==> src/rtl/aluPkg.sv <==
package aluPkg;

  localparam int OP_W   = 4;
  localparam int SREG_W = 8;

  // Flag bit positions inside the status register
  localparam int FLAG_C = 0;
  localparam int FLAG_Z = 1;
  localparam int FLAG_N = 2;
  localparam int FLAG_V = 3;
  localparam int FLAG_S = 4;
  localparam int FLAG_H = 5;
  localparam int FLAG_T = 6;
  localparam int FLAG_I = 7;

  localparam logic [SREG_W-1:0] BIT_C = SREG_W'(1) << FLAG_C;
  localparam logic [SREG_W-1:0] BIT_Z = SREG_W'(1) << FLAG_Z;
  localparam logic [SREG_W-1:0] BIT_N = SREG_W'(1) << FLAG_N;
  localparam logic [SREG_W-1:0] BIT_V = SREG_W'(1) << FLAG_V;
  localparam logic [SREG_W-1:0] BIT_S = SREG_W'(1) << FLAG_S;
  localparam logic [SREG_W-1:0] BIT_H = SREG_W'(1) << FLAG_H;

  localparam logic [SREG_W-1:0] MASK_LOGIC = BIT_S | BIT_V | BIT_N | BIT_Z;
  localparam logic [SREG_W-1:0] MASK_CARRY = MASK_LOGIC | BIT_C;
  localparam logic [SREG_W-1:0] MASK_ARITH = MASK_CARRY | BIT_H;

  typedef enum logic [OP_W-1:0] {
    OP_ADD   = 4'd0,
    OP_ADC   = 4'd1,
    OP_SUB   = 4'd2,
    OP_SBC   = 4'd3,
    OP_AND   = 4'd4,
    OP_OR    = 4'd5,
    OP_XOR   = 4'd6,
    OP_COM   = 4'd7,
    OP_NEG   = 4'd8,
    OP_INC   = 4'd9,
    OP_DEC   = 4'd10,
    OP_SER   = 4'd11,
    OP_WADD  = 4'd12,
    OP_WSUB  = 4'd13,
    OP_RSV14 = 4'd14,
    OP_RSV15 = 4'd15
  } aluOp_e;

  // Strobes from control to datapath
  typedef struct packed {
    logic              loadByte;
    logic              wordLo;
    logic              wordHi;
    aluOp_e            op;
    logic [SREG_W-1:0] flagMask;
  } aluStrobe_t;

  function automatic logic [SREG_W-1:0] flagMaskFor(aluOp_e op);
    logic [SREG_W-1:0] m;
    case (op)
      OP_ADD, OP_ADC, OP_SUB, OP_SBC, OP_NEG: m = MASK_ARITH;
      OP_AND, OP_OR, OP_XOR, OP_INC, OP_DEC:  m = MASK_LOGIC;
      OP_COM, OP_WADD, OP_WSUB:               m = MASK_CARRY;
      default:                                m = '0;
    endcase
    return m;
  endfunction

endpackage

==> src/rtl/aluCtrl.sv <==
module aluCtrl
  import aluPkg::*;
(
  input  logic            clk,
  input  logic            rstN,
  input  logic            opValid,
  input  logic [OP_W-1:0] opCode,
  output aluStrobe_t      strobe,
  output logic            busy
);

  aluOp_e opE;
  aluOp_e heldOp;
  logic   wordPhase;

  assign opE  = aluOp_e'(opCode);
  assign busy = wordPhase;

  always_comb begin
    strobe    = '0;
    strobe.op = opE;
    if (wordPhase) begin
      strobe.wordHi   = 1'b1;
      strobe.op       = heldOp;
      strobe.flagMask = flagMaskFor(heldOp);
    end else if (opValid) begin
      case (opE)
        OP_WADD, OP_WSUB: strobe.wordLo = 1'b1;
        OP_RSV14, OP_RSV15: ;
        default: begin
          strobe.loadByte = 1'b1;
          strobe.flagMask = flagMaskFor(opE);
        end
      endcase
    end
  end

  always_ff @(posedge clk or negedge rstN) begin
    if (!rstN) begin
      wordPhase <= 1'b0;
      heldOp    <= OP_ADD;
    end else begin
      wordPhase <= strobe.wordLo;
      if (strobe.wordLo) heldOp <= opE;
    end
  end

endmodule

==> src/rtl/aluDatapath.sv <==
module aluDatapath
  import aluPkg::*;
#(
  parameter int DATA_W = 8,
  parameter int IMM_W  = 6
) (
  input  logic              clk,
  input  logic              rstN,
  input  aluStrobe_t        strobe,
  input  logic [DATA_W-1:0] opA,
  input  logic [DATA_W-1:0] opB,
  input  logic [IMM_W-1:0]  wordImm,
  output logic [DATA_W-1:0] result,
  output logic              resValid,
  output logic [SREG_W-1:0] status
);

  localparam int MSB = DATA_W - 1;
  localparam int NIB = 4;

  logic [DATA_W-1:0] hiHeld, loHeld;
  logic              chainCarry;

  logic              isSub, cIn;
  logic [DATA_W-1:0] x, y, yEff, res;
  logic [DATA_W:0]   sumExt;
  logic [NIB:0]      nibSum;
  logic              carryFlag, halfFlag, ovf, neg, zero;
  logic [SREG_W-1:0] flagNew;
  logic              anyBeat;

  always_comb begin
    isSub = 1'b0;
    x     = opA;
    y     = opB;
    cIn   = 1'b0;
    case (strobe.op)
      OP_ADC: cIn = status[FLAG_C];
      OP_SUB: begin isSub = 1'b1; cIn = 1'b1; end
      OP_SBC: begin isSub = 1'b1; cIn = ~status[FLAG_C]; end
      OP_NEG: begin isSub = 1'b1; x = '0; y = opA; cIn = 1'b1; end
      OP_INC: y = DATA_W'(1);
      OP_DEC: begin isSub = 1'b1; y = DATA_W'(1); cIn = 1'b1; end
      OP_WADD, OP_WSUB: begin
        isSub = (strobe.op == OP_WSUB);
        if (strobe.wordHi) begin
          x   = hiHeld;
          y   = '0;
          cIn = chainCarry;
        end else begin
          y   = DATA_W'(wordImm);
          cIn = isSub;
        end
      end
      default: ;
    endcase

    // Shared adder; subtraction as x + ~y + carry-in
    yEff      = isSub ? ~y : y;
    sumExt    = {1'b0, x} + {1'b0, yEff} + {{DATA_W{1'b0}}, cIn};
    nibSum    = {1'b0, x[NIB-1:0]} + {1'b0, yEff[NIB-1:0]} + {{NIB{1'b0}}, cIn};
    res       = sumExt[MSB:0];
    carryFlag = sumExt[DATA_W] ^ isSub;
    halfFlag  = nibSum[NIB] ^ isSub;
    ovf       = (x[MSB] == yEff[MSB]) && (res[MSB] != x[MSB]);

    case (strobe.op)
      OP_AND: begin res = opA & opB; ovf = 1'b0; end
      OP_OR:  begin res = opA | opB; ovf = 1'b0; end
      OP_XOR: begin res = opA ^ opB; ovf = 1'b0; end
      OP_COM: begin res = ~opA; ovf = 1'b0; carryFlag = 1'b1; end
      OP_SER: res = '1;
      default: ;
    endcase

    zero = (res == '0) && (!strobe.wordHi || (loHeld == '0));
    neg  = res[MSB];

    flagNew         = '0;
    flagNew[FLAG_C] = carryFlag;
    flagNew[FLAG_Z] = zero;
    flagNew[FLAG_N] = neg;
    flagNew[FLAG_V] = ovf;
    flagNew[FLAG_S] = neg ^ ovf;
    flagNew[FLAG_H] = halfFlag;
  end

  assign anyBeat = strobe.loadByte | strobe.wordLo | strobe.wordHi;

  always_ff @(posedge clk or negedge rstN) begin
    if (!rstN) begin
      result     <= '0;
      resValid   <= 1'b0;
      status     <= '0;
      hiHeld     <= '0;
      loHeld     <= '0;
      chainCarry <= 1'b0;
    end else begin
      resValid <= anyBeat;
      if (anyBeat) result <= res;
      status <= (status & ~strobe.flagMask) | (flagNew & strobe.flagMask);
      if (strobe.wordLo) begin
        hiHeld     <= opB;
        loHeld     <= res;
        chainCarry <= sumExt[DATA_W];
      end
    end
  end

endmodule

==> src/rtl/aluStatusTop.sv <==
module aluStatusTop
  import aluPkg::*;
#(
  parameter int DATA_W = 8,
  parameter int IMM_W  = 6
) (
  input  logic              clk,
  input  logic              rstN,
  input  logic              opValid,
  input  logic [OP_W-1:0]   opCode,
  input  logic [DATA_W-1:0] opA,
  input  logic [DATA_W-1:0] opB,
  input  logic [IMM_W-1:0]  wordImm,
  output logic [DATA_W-1:0] result,
  output logic              resValid,
  output logic              busy,
  output logic [SREG_W-1:0] status
);

  aluStrobe_t strobe;

  aluCtrl i_ctrl (
    .clk     (clk),
    .rstN    (rstN),
    .opValid (opValid),
    .opCode  (opCode),
    .strobe  (strobe),
    .busy    (busy)
  );

  aluDatapath #(.DATA_W(DATA_W), .IMM_W(IMM_W)) i_dp (
    .clk      (clk),
    .rstN     (rstN),
    .strobe   (strobe),
    .opA      (opA),
    .opB      (opB),
    .wordImm  (wordImm),
    .result   (result),
    .resValid (resValid),
    .status   (status)
  );

endmodule

==> config.mk <==
export PLATFORM = sky130hd
export DESIGN_NAME = aluStatusTop
export DESIGN_NICKNAME = d
export VERILOG_FILES = /design/src/rtl/aluPkg.sv /design/src/rtl/aluCtrl.sv /design/src/rtl/aluDatapath.sv /design/src/rtl/aluStatusTop.sv
export SDC_FILE = /design/constraint.sdc
export NUM_CORES = 1
export LEC_CHECK = 0
export ABC_AREA = 1
export ABC_CLOCK_PERIOD_IN_PS = 3100
export BUFFER_PORTS_ARGS = -buffer_cell sky130_fd_sc_hd__buf_2
export CAP_MARGIN = 0
export CORE_UTILIZATION = 30
export CTS_CLUSTER_SIZE = 12
export DETAILED_ROUTE_END_ITERATION = 12
export GPL_ROUTABILITY_DRIVEN = 0
export SLEW_MARGIN = 20
export SYNTH_ARGS = -nofsm -noshare
export SYNTH_HDL_FRONTEND = slang
export SYNTH_SLANG_ARGS = --single-unit
==> constraint.sdc <==
create_clock -name clk -period 3.1 [get_ports clk]
set_input_delay 0.62 -clock clk [delete_from_list [all_inputs] [get_ports clk]]
set_output_delay 0.62 -clock clk [all_outputs]
set_load 0.005 [all_outputs]
; Word-level counts from Yosys, hierarchy flattened
; Memory sizes are Yosys's and may differ from the RTL's.
; Cells that the tools add are included.
[op_classes]
n_mul = 0
muxes = 19
div = 0
eq_ne = 19
n_reduce_logical = 13
shift = 0
add_sub_neg = 4
n_bitwise = 15
n_lt_le_gt_ge = 0
[op_table]
columns = operator, n
row1 = "equality test 4 bit, second input constant", 10
row2 = 2-to-1 mux 8 bit, 5
row3 = case mux 8 bit (5 select lines), 1
row4 = inverter 8 bit, 3
row5 = case mux 8 bit (3 select lines), 1
row6 = AND 8 bit, 2
row7 = "equality test 4 x 3 -> 1 bit, second input constant", 4
row8 = logical NOT 8 bit, 2
row9 = OR 8 bit, 2
row10 = case mux 8 bit (2 select lines), 1
row11 = OR reduction 4 bit, 3
row12 = adder 8 x 8 -> 9 bit, 1
row13 = adder 9 x 1 -> 9 bit, 1
row14 = AND 6 x 8 -> 8 bit, 1
row15 = "equality test 4 x 2 -> 1 bit, second input constant", 2
row16 = XOR 8 bit, 1
row17 = 2-to-1 mux 6 bit, 1
row18 = OR reduction 2 bit, 3
row19 = adder 4 x 4 -> 5 bit, 1
row20 = adder 5 x 1 -> 5 bit, 1
row21 = 2-to-1 mux 1 bit, 5
row22 = 2-to-1 mux 5 bit, 1
row23 = "equality test 4 x 1 -> 1 bit, second input constant", 1
row24 = 2-to-1 mux 2 bit, 2
row25 = 11 further kinds, 15
[totals]
elab_cells = 80
ram_bits = 0
inputBits = 29
memories = 2
mem_bits_ro = 192
regBits = 39
latchBits = 0
out_inout_bits = 18
[memory_table]
columns = name, depth, width, rd, rd_clocked_by_memory_dff, write_ports, line
row1 = (no name shown), 16, 6, 1, 0, 0, aluPkg.sv:57  ; case (op)
row2 = (no name shown), 16, 6, 1, 0, 0, aluPkg.sv:57

; Longest topological paths before layout
[depth]
ltp_word = 14
depth_mapped = 26
ltp_nobuf = 24

; By module
; A second synthesis with hierarchy kept.
[hier_totals]
hier_cells = 496
hier_area_um2 = 3285.7
[by_module_without_submodules]
columns = mod, area_per_inst_um2, cells_per_inst, instances, seq_area_each_um2
row1 = aluDatapath, 2889.0, 432, 1, 850.8
row2 = aluCtrl, 396.6, 64, 1, 125.1

; Least setup slack after synthesis
; OpenSTA, ideal clock, no wires.
[synth_path]
path_type = input-to-reg
from = input opCode[2]
to = register with a tool-made name
path_stages = 22
path_slack_ps = -185
setup_ps = 66
path_buffers = 1
t_required_ps = 3034
arrival_time_ps = 3219
path_cell_list = inv_1 nor2_2 nor2_4 nand2_2 inv_4 nand2_4 o21ai_2 nor2_1 nand2_2 buf_6 xor2_1 fa_1 inv_1 fa_1 nand2_1 nand3_1 or2_2 nand3_1 nand3_1 nor3_1 nand2_1 nand2_1
[synth_rtl]
columns = item, line
row1 = start: declaration, aluStatusTop.sv:10  ; input logic [OP_W-1:0] opCode,

==> results.txt <==
DRT iter0 DRCs: 176
Pre-antenna DRT Iters: 5
fraction of registers with async set/reset: 100%
Max Buffers Root-to-Sink: 2
clock sink count: 37
Clock power frac: 17.6%
Gate power share: 51.0%
Inserted Clock Buffers: 5
Worst Skew: 0.0146 ns
Worst setup EP type: flip-flop
slowest cell delay on critical path: 0.41 ns
CP cell instances: buf_12 > inv_12 > nand2_8 > nand2_8 > buf_12 > nor2_8 > nand2_4 > o21ai_4 > nor2_2 > nand2_2 > buf_12 > xor2_1 > ha_1 > buf_6 > nand2_2 > inv_2 > nand2_2 > nand3_2 > or2_4 > nand3_4 > nand3_4 > nor3_2 > nand2_1 > nand2_1
Crit-path slowest cell: dfrtp_1
DP HPWL: 7660 um
EDFF count, synth: 0
max-slew violation count: 0
PwrDens: 470 mW/mm2
# IOs: 47
Mean Syn Cell Area: 6.99 um2
Routed Antenna Nets: 0
Tot GR Track Use: 18.0%
Synth area leaders: dfrtp_1 28%, nand2_1 15%, ha_1 8.6%, inv_1 7.2%, nand3_1 6.3%
Synth cell types: 40
pin count of the biggest net entering global routing: 38
Commonest cells post-synth: 135 x nand2_1, 64 x inv_1, 42 x nand3_1
final cycle utilization of the critical path: 100%
Final min period: 3.10 ns
synthesis-to-finish area growth: 36.3%
Seq pwr share: 31.4%
Int Pwr: 1270 uW
Worst R2R Path Depth: 24
Die W: 108 um
FP Rows: 38
Leakage: 0.00240 uW
worst slack, placed: -0.237 ns
Yosys Warn Count: 0
die height: 108 um
first-pass GRT wire length: 16,100 um
RSZ-0062 raised after global routing: true
Clock Tree Root: clkbuf_8
Starting Density: 30.9%
Post-Syn Area: 0.00335 mm2
Final Setup Violations: 0
core area: 0.0108 mm2
Peak VDD IR: 0.000215 V
Tightest Hold Check Type: in2async
DR vias/cell: 4.81
H-tree Lvls: 2
Die Footprint: 0.0116 mm2
Max Freq: 323 MHz
most frequently used flop master after synthesis: dfrtp_1
final hold vios: 0
clock network latency to the later pin of the worst-skew pair: 0.30 ns
clk slew on worst S/H paths: 0.09 ns
Crit. Startpoint: i_ctrl.busy$_DFF_PN0_
Final Util: 42.1%
crit start category: flip-flop
status: complete, no violations
worst path required time: 3.35 ns
vias in the first global route: 3,326
kind of critical path: reg2reg
hold_buf cts: 0
Mapped Cells: 479
Worst Tran Pin Value: 0.894 ns
sequential cell area fraction in the yosys report: 27.7%
wire per inst: 14.1 um
Data arrival, critical path: 3.35 ns
NetSw: 873 uW
max cap viols: 0
CTS tree: built
Remaining Overflow, GRT: 0
Sw Share: 40.7%
Synth area leader: dfrtp_1
r2r setup slk: 0.001 ns
final worst slack: 0.000971 ns
DRC: 0
Fill cells: 1,111
antenna cells: 0
Vias: 3,458
Crit Path Max Fanout: 7
Max-slew headroom: 40.4%
DRT Wirelength: 10,100 um
NumNets Final: 632
#FFs+latches synth: 37
Crit Reg-Reg Startpoint: i_ctrl.busy$_DFF_PN0_
IO Port Bufs: 44
top cell type's share of synthesized area: 27.7%
antenna violations before repair: 0
layout cells sized above 1: 36.4%
cell with the most instances after synthesis: nand2_1
critical path: cells and delay by family (launching register included):
kind            cells  cell delay [ns]
flops               1             0.41
fa+ha+maj           1             0.35
compound gates      1             0.06
buf+inv             6             0.71
xor+xnor            1             0.16
simple gates       15             1.35
layer usage:
metal	vias to the layer above	GRT usage, %	part of all wire [%]
met1	1605	23.8	46
met5	-	0	0
met2	103	30.6	47
met3	22	2.36	4.9
met4	0	5.19	2.0
li1	1728	-	-
placed cells by master (no fill, tap or decap), drive strengths merged, types with 2 or more instances in the layout:
| cell type | instances |
|---|---|
| nand3b | 3 |
| dfrtp | 37 |
| clkbuf | 6 |
| conb | 2 |
| ha | 23 |
| a21oi | 11 |
| clkinv | 4 |
| nand2 | 157 |
| buf | 105 |
| o21ai | 47 |
| o221ai | 5 |
| o22ai | 3 |
| fa | 2 |
| nand4 | 5 |
| nor3 | 6 |
| o211ai | 3 |
| inv | 72 |
| a211oi | 2 |
| nand3 | 43 |
| nor2 | 26 |
| or2 | 3 |
| xor2 | 9 |
stage by stage:
| step | setup TNS [ns] | instances | hold slack [ns] | power [uW] | cell area [um2] |
|---|---|---|---|---|---|
| floorplan | 0 | 480 | 0.324 | 1220 | 3400 |
| global placement | -1.71 | 697 | 0.462 | 1590 | 4100 |
| detailed placement | -2.61 | 697 | 0.468 | 1600 | 4100 |
| CTS | 0 | 714 | 0.471 | 2030 | 4340 |
| global route | -1.91 | 719 | 0.507 | 2320 | 4560 |
| finish | 0 | 719 | 0.444 | 2140 | 4560 |
how the worst min path moves through the flow:
| stage | slack [ns] | startpoint | end |
|---|---|---|---|
| global route | 0.51 | rstN | i_dp.hiHeld[0]$_DFFE_PN0P_ |
| detailed placement | 0.47 | i_dp.result[5]$_DFFE_PN0P_ | i_dp.result[5]$_DFFE_PN0P_ |
| floorplan | 0.32 | rstN | asynchronous set/reset pin |
| global placement | 0.46 | i_dp.result[5]$_DFFE_PN0P_ | i_dp.result[5]$_DFFE_PN0P_ |
| finish | 0.44 | rstN | i_dp.chainCarry$_DFFE_PN0P_ |
| CTS | 0.47 | rstN | i_dp.hiHeld[0]$_DFFE_PN0P_ |
logic make-up after synthesis:
kind of cell,count (synthesis),synth area share [%]
AND/OR/NAND/NOR,244,35.7
AO/OA/AOI/OAI,73,12.3
flip-flops,37,27.7
buffers and inverters,89,11.9
other,1,0.112
adder cells (fa/ha/maj),25,9.79
XOR/XNOR,10,2.62
power groups by stage:
stage | registers (uW) | clock network, uW | logic (uW)
3_5_place_dp | 682 | 0 | 923
2_1_floorplan | 673 | 0 | 549
5_1_grt | 688 | 413 | 1220
3_3_place_gp | 679 | 0 | 913
4_1_cts | 675 | 394 | 958
6_report | 673 | 377 | 1090
cell type report:
type / instances / area, um2 / area share [%]
Multi-Input combinational cell: 354 / 2280 / 50.1
Sequential cell: 37 / 926 / 20.3
Timing Repair Buffer: 106 / 781 / 17.1
Inverter: 74 / 300 / 6.58
Tap cell: 140 / 175 / 3.84
Clock buffer: 6 / 82.6 / 1.81
Clock inverter: 2 / 13.8 / 0.302
repair_timing:
| item | 4_1_cts | 5_1_grt |
|---|---|---|
| endpoints found under the setup margin | 7 | 21 |
| gates cloned | 1 | 0 |
| resized for setup | 11 | 55 |
| buffers inserted | 8 | 6 |
| pin swaps | 15 | 21 |
Note: power is estimated with default switching activity, not from simulation.
